===== src/rtl/ring_table_dma.sv =====
module ring_table_dma #(
  parameter int FRAME_W         = 32,
  parameter int PAGE_WORDS_LOG2 = 10,
  parameter int ENTRIES         = 511,
  parameter int CREDIT_W        = 8
) (
  input  logic                  clk,
  input  logic                  rst_n,
  input  logic                  cfg_we,
  input  logic [2:0]            cfg_idx,
  input  logic [31:0]           cfg_wdata,
  input  logic                  in_valid,
  input  logic [31:0]           in_data,
  output logic                  in_ready,
  output logic                  mem_req,
  output logic                  mem_we,
  output logic [FRAME_W+11:0]   mem_addr,
  output logic [31:0]           mem_wdata,
  input  logic                  mem_gnt,
  input  logic                  mem_rvalid,
  input  logic [31:0]           mem_rdata
);
  localparam int ENT_W = (ENTRIES > 1) ? $clog2(ENTRIES) : 1;
  localparam logic [31:0] CMD_START = 32'h0C00_0040;
  localparam logic [31:0] CMD_STOP  = 32'h0808_0000;
  localparam logic [31:0] CMD_CLR   = 32'h0000_0010;
  localparam logic [31:0] CMD_ADD   = 32'h0000_0020;

  typedef enum logic [2:0] {S_IDLE, S_CREDIT, S_ENT_RD, S_ENT_WT, S_DATA, S_LNK_RD, S_LNK_WT} st_t;

  st_t                        st;
  logic [FRAME_W-1:0]         tbl_frm, pg_frm, first_frm;
  logic [ENT_W-1:0]           ent;
  logic [PAGE_WORDS_LOG2-1:0] wrd;
  logic [CREDIT_W-1:0]        credit;
  logic                       need_link;
  logic [11:0]                off;

  wire cmd_wr     = cfg_we && cfg_idx == 3'd0;
  wire cmd_start  = cmd_wr && cfg_wdata == CMD_START;
  wire cmd_stop   = cmd_wr && cfg_wdata == CMD_STOP;
  wire cmd_clr    = cmd_wr && cfg_wdata == CMD_CLR;
  wire cmd_add    = cmd_wr && cfg_wdata == CMD_ADD;
  wire take       = st == S_CREDIT && credit != '0 && !cmd_start && !cmd_stop;
  wire wr_fire    = st == S_DATA && in_valid && mem_gnt;
  wire last_word  = &wrd;
  wire last_ent   = ent == ENT_W'(ENTRIES - 1);

  always_ff @(posedge clk or negedge rst_n) begin
    if (!rst_n) begin
      credit <= '0;
      first_frm <= '0;
    end else begin
      if (cmd_clr) credit <= '0;
      else credit <= credit + CREDIT_W'(cmd_add) - CREDIT_W'(take);
      if (cfg_we && cfg_idx == 3'd5) first_frm <= cfg_wdata[FRAME_W-1:0];
    end
  end

  always_ff @(posedge clk or negedge rst_n) begin
    if (!rst_n) begin
      st <= S_IDLE;
      tbl_frm <= '0;
      pg_frm <= '0;
      ent <= '0;
      wrd <= '0;
      need_link <= 1'b0;
    end else if (cmd_stop) begin
      st <= S_IDLE;
    end else if (cmd_start) begin
      tbl_frm <= first_frm;
      need_link <= 1'b0;
      st <= S_CREDIT;
    end else begin
      unique case (st)
        S_CREDIT: if (take) begin
          ent <= '0;
          st <= need_link ? S_LNK_RD : S_ENT_RD;
        end
        S_ENT_RD: if (mem_gnt) st <= S_ENT_WT;
        S_ENT_WT: if (mem_rvalid) begin
          pg_frm <= mem_rdata[FRAME_W-1:0];
          wrd <= '0;
          st <= S_DATA;
        end
        S_DATA: if (wr_fire) begin
          wrd <= wrd + 1'b1;
          if (last_word) begin
            if (last_ent) begin
              need_link <= 1'b1;
              st <= S_CREDIT;
            end else begin
              ent <= ent + 1'b1;
              st <= S_ENT_RD;
            end
          end
        end
        S_LNK_RD: if (mem_gnt) st <= S_LNK_WT;
        S_LNK_WT: if (mem_rvalid) begin
          tbl_frm <= mem_rdata[FRAME_W-1:0];
          need_link <= 1'b0;
          st <= S_ENT_RD;
        end
        default: ;
      endcase
    end
  end

  always_comb begin
    unique case (st)
      S_ENT_RD: off = 12'((32'(ent) + 32'd1) << 2);
      S_DATA:   off = 12'(32'(wrd) << 2);
      default:  off = 12'd0;
    endcase
  end

  assign mem_req   = st == S_ENT_RD || st == S_LNK_RD || (st == S_DATA && in_valid);
  assign mem_we    = st == S_DATA;
  assign mem_addr  = {(st == S_DATA) ? pg_frm : tbl_frm, off};
  assign mem_wdata = (last_word && in_data == 32'd0) ? 32'd1 : in_data;
  assign in_ready  = st == S_DATA && mem_gnt;
endmodule


===== config.mk =====
export PLATFORM = sky130hd
export DESIGN_NAME = ring_table_dma
export DESIGN_NICKNAME = d
export VERILOG_FILES = /design/src/rtl/ring_table_dma.sv
export SDC_FILE = /design/constraint.sdc
export NUM_CORES = 1
export LEC_CHECK = 0
export BUFFER_PORTS_ARGS = -buffer_cell sky130_fd_sc_hd__buf_2
export CAP_MARGIN = 10
export CORE_ASPECT_RATIO = 0.9
export CORE_UTILIZATION = 54
export DETAILED_ROUTE_END_ITERATION = 12
export PLACE_DENSITY = 0.81
export SLEW_MARGIN = 10
export SYNTH_ARGS = -nofsm -noshare
export SYNTH_HDL_FRONTEND = slang
export SYNTH_SLANG_ARGS = --single-unit

===== constraint.sdc =====
create_clock -name clk -period 3.89 [get_ports clk]
set_input_delay 0.1945 -clock clk [delete_from_list [all_inputs] [get_ports clk]]
set_output_delay 0.1945 -clock clk [all_outputs]
set_load 0.01 [all_outputs]

==> flow_summary.json <==
{
  "outcome": "completed",
  "worstPathMaxFanout": 2,
  "crit_path_top_delay_cell": "fa_1",
  "grt.total_usage_pct": 28.0,
  "worst-slew-pin-transition_ps": 1010,
  "synth_top_area_share_pct": 43.6,
  "worst_ep_arrival_time_ps": 3730,
  "max_slew_margin_pct": 32.5,
  "wl_per_cell_um": 18.7,
  "portBuffers": 181,
  "period_minus_slack_ps": 3430,
  "slowest_delay_ps": 400,
  "ios": 184,
  "grt-ovfl-total": 0,
  "seq_area_um2": 3180,
  "drive_above_1_share_pct": 44.6,
  "cap_viol_max_count": 0,
  "syn_avg_cell_area_um2": 10.7,
  "cts_buffers": 17,
  "cts_num_sinks": 127,
  "syn_area_um2": 7300,
  "post_cts_resized": 0,
  "fin_area_um2": 8780,
  "placed_cell_area_um2": 8160,
  "grt_pass1_vias": 6014,
  "crit_path_cell_trace": "inv_1 -> ha_1 -> nor4bb_1 -> a21oi_1 -> nor3b_1 -> ha_1 -> inv_1 -> ha_1 -> fa_1 -> a21oi_1 -> o21ai_0 -> a21o_1 -> a21oi_1 -> mux2_2",
  "finalSetupViolCount": 0,
  "crit_start": "credit[2]$_DFF_PN0_",
  "fin_worst_skew_ps": 8.93,
  "initial_utilization_pct": 56.4,
  "rr_startpoint": "credit[2]$_DFF_PN0_",
  "drv_slew": 0,
  "root_buffer": "clkbuf_16",
  "grt_pass1_wl_um": 30500,
  "cts.clk_slew.worst_paths_ps": 60,
  "antenna_left": 0,
  "antenna_found_initial": 2,
  "wirelength_um": 18700,
  "hpwl_um": 13400,
  "setup_tns_ps": 0,
  "synth_cells": 681,
  "yosysMostFrequentCell": "dfrtp_1",
  "drcViolationCount": 0,
  "cts_buffer_depth": 2,
  "cp_top_family": "adder cells",
  "path_class": "flop to flop",
  "first_pass_iters": 5,
  "max_freq_mhz": 292,
  "cts_tree": "built",
  "hold_class": "input pin to flop",
  "multi_input_area_um2": 3710,
  "synth.distinct_cells": 64,
  "dieArea_um2": 14000,
  "synth-seq-cells": 127,
  "total_power_w": 0.00360,
  "drt-initial-drc-count": 456,
  "power_density_nw_per_um2": 409,
  "path_buf_inv": 2,
  "end_kind": "flop",
  "hold_viol_final": 0,
  "fin_crit_sh_pct": 88.1,
  "post-synth-top-area-cell": "dfrtp_1",
  "vias": 5801,
  "viasPerCell": 5.77,
  "synthTopCellsByCount": "127 x dfrtp_1, 118 x nand2_1, 72 x mux2_2, 58 x mux2_4, 46 x clkbuf_1",
  "ys_top_cells_by_area": "dfrtp_1 44%, mux2_4 12%, mux2_2 11%",
  "min-delay-start": "cfg_wdata[24]",
  "synth-seq-area-share_pct": 43.6,
  "rows": 39,
  "peakVddDrop_v": 0.000321,
  "crit_required_ps": 4190,
  "place_congestion": 1.01,
  "start_kind": "flop",
  "synth_enable_flop_cells": 0,
  "nNetsFinal": 947,
  "fillCellCount": 937,
  "ys.flop_type": "dfrtp_1",
  "rsz0062_at_grt": "false",
  "die-width_um": 125,
  "yosys_warnings": 0,
  "cts_max_level": 4,
  "clock_latency_ps": 420,
  "layout-area-overhead-vs-synth_pct": 20.4,
  "die_y_um": 112,
  "grt_max_degree": 81,
  "synthArstFlopShare_pct": 100,
  "leakagePower_nw": 4.48,
  "core-area_um2": 12900
}
==> layout make-up <==
cell class                      instances  share of cell area, %
Tap cell                              164                   2.34
Multi-Input combinational cell        468                   42.3
Sequential cell                       127                   36.2
Antenna cell                            2                 0.0570
Clock buffer                           21                   5.36
Timing Repair Buffer                  192                   11.3
Clock inverter                         10                   1.55
Inverter                               21                  0.898
==> state kept, by name, summed over array words and instances, names as in the netlist <==
| register | flops |
|---|---|
| st | 3 |
| tbl_frm | 32 |
| credit | 8 |
| wrd | 10 |
| ent | 9 |
| need_link | 1 |
| pg_frm | 32 |
| first_frm | 32 |
==> power breakdown <==
| group | switching (W) | internal [W] | total [W] | leakage [nW] |
|---|---|---|---|---|
| clock network | 0.000579 | 0.00105 | 0.00163 | 0.291 |
| registers | 0.0000694 | 0.00142 | 0.00149 | 1.63 |
| logic | 0.000246 | 0.000233 | 0.000479 | 2.56 |
| total | 0.000894 | 0.00270 | 0.00360 | 4.48 |
==> per-stage QoR <==
stage | hold slack, ps | worst slack, ps | cells | utilization [%]
CTS | 4.94 | 489 | 1003 | 67.9
finish | 22.2 | 464 | 1005 | 67.9
detailed placement | 434 | 259 | 971 | 63.1
global placement | 416 | 365 | 971 | 63.1
floorplan | -101 | 331 | 682 | -
global route | 9.06 | 273 | 1005 | 67.9
==> routing by layer <==
layer	vias up	part of all wire (%)	GRT usage, %	routed length, µm
li1	2657	-	-	-
met1	2849	41	33.8	7670
met2	266	50	47.3	9310
met3	29	6.4	7.29	1200
met4	0	3.0	12.3	569
met5	-	0	0	0
==> worst register-to-register path, stage by stage, from the launching register on <==
cell	delay, ps
dfrtp_1	380
inv_1	90
ha_1	160
nor4bb_1	390
a21oi_1	160
nor3b_1	170
ha_1	290
inv_1	40
ha_1	200
fa_1	400
a21oi_1	150
o21ai_0	150
a21o_1	210
a21oi_1	170
mux2_2	350
==> placed cells by master, fill, tap and decap left out, drive strengths merged, types with 2 or more instances in the layout <==
cell type	n
buf	191
mux2	130
dfrtp	127
nand2	118
o21ai	26
clkbuf	21
inv	20
nor4	19
nor2	18
o31ai	15
ha	14
a21oi	14
nand3	11
nor2b	9
nand2b	9
nand4	9
xnor2	6
nor3	6
xor2	5
o41ai	5
clkinv	5
a211oi	4
a31oi	4
a21o	4
nor3b	3
nand3b	3
and2	3
or2	3
clkinvlp	3
bufinv	3
and4	3
diode	2
nand4b	2
a21boi	2
a31o	2
conb	2
or3	2
a211o	2
==> cell families after synthesis <==
family                   synth area share [%]
XOR/XNOR                                 1.32
flip-flops                               43.6
AO/OA/AOI/OAI                            8.51
adder cells (fa/ha/maj)                  2.67
AND/OR/NAND/NOR                          15.0
multiplexers                             23.2
other                                  0.0514
buffers and inverters                    5.68
==> repair_timing <==
action,in CTS,in global routing
endpoints found under the setup margin,0,0
hold endpoints to repair,76,0
hold buffers,1,0
buffers inserted,0,0
==> path summary, 6_finish.rpt <==
| check | to | slack [ps] | cells after the start |
|---|---|---|---|
| min reg2reg | pg_frm[15]$_DFFE_PN0P_ | 510 | 1 |
| max in group asynchronous | st[2]$_DFFE_PN0P_ | 2460 | 3 |
| min | first_frm[24]$_DFFE_PN0P_ | 20 | 2 |
| min in group asynchronous | tbl_frm[18]$_DFFE_PN0P_ | 490 | 2 |
| max | credit[6]$_DFF_PN0_ | 460 | 14 |
| max reg2reg | credit[6]$_DFF_PN0_ | 460 | 14 |
Note: power is estimated with default switching activity, not from simulation.
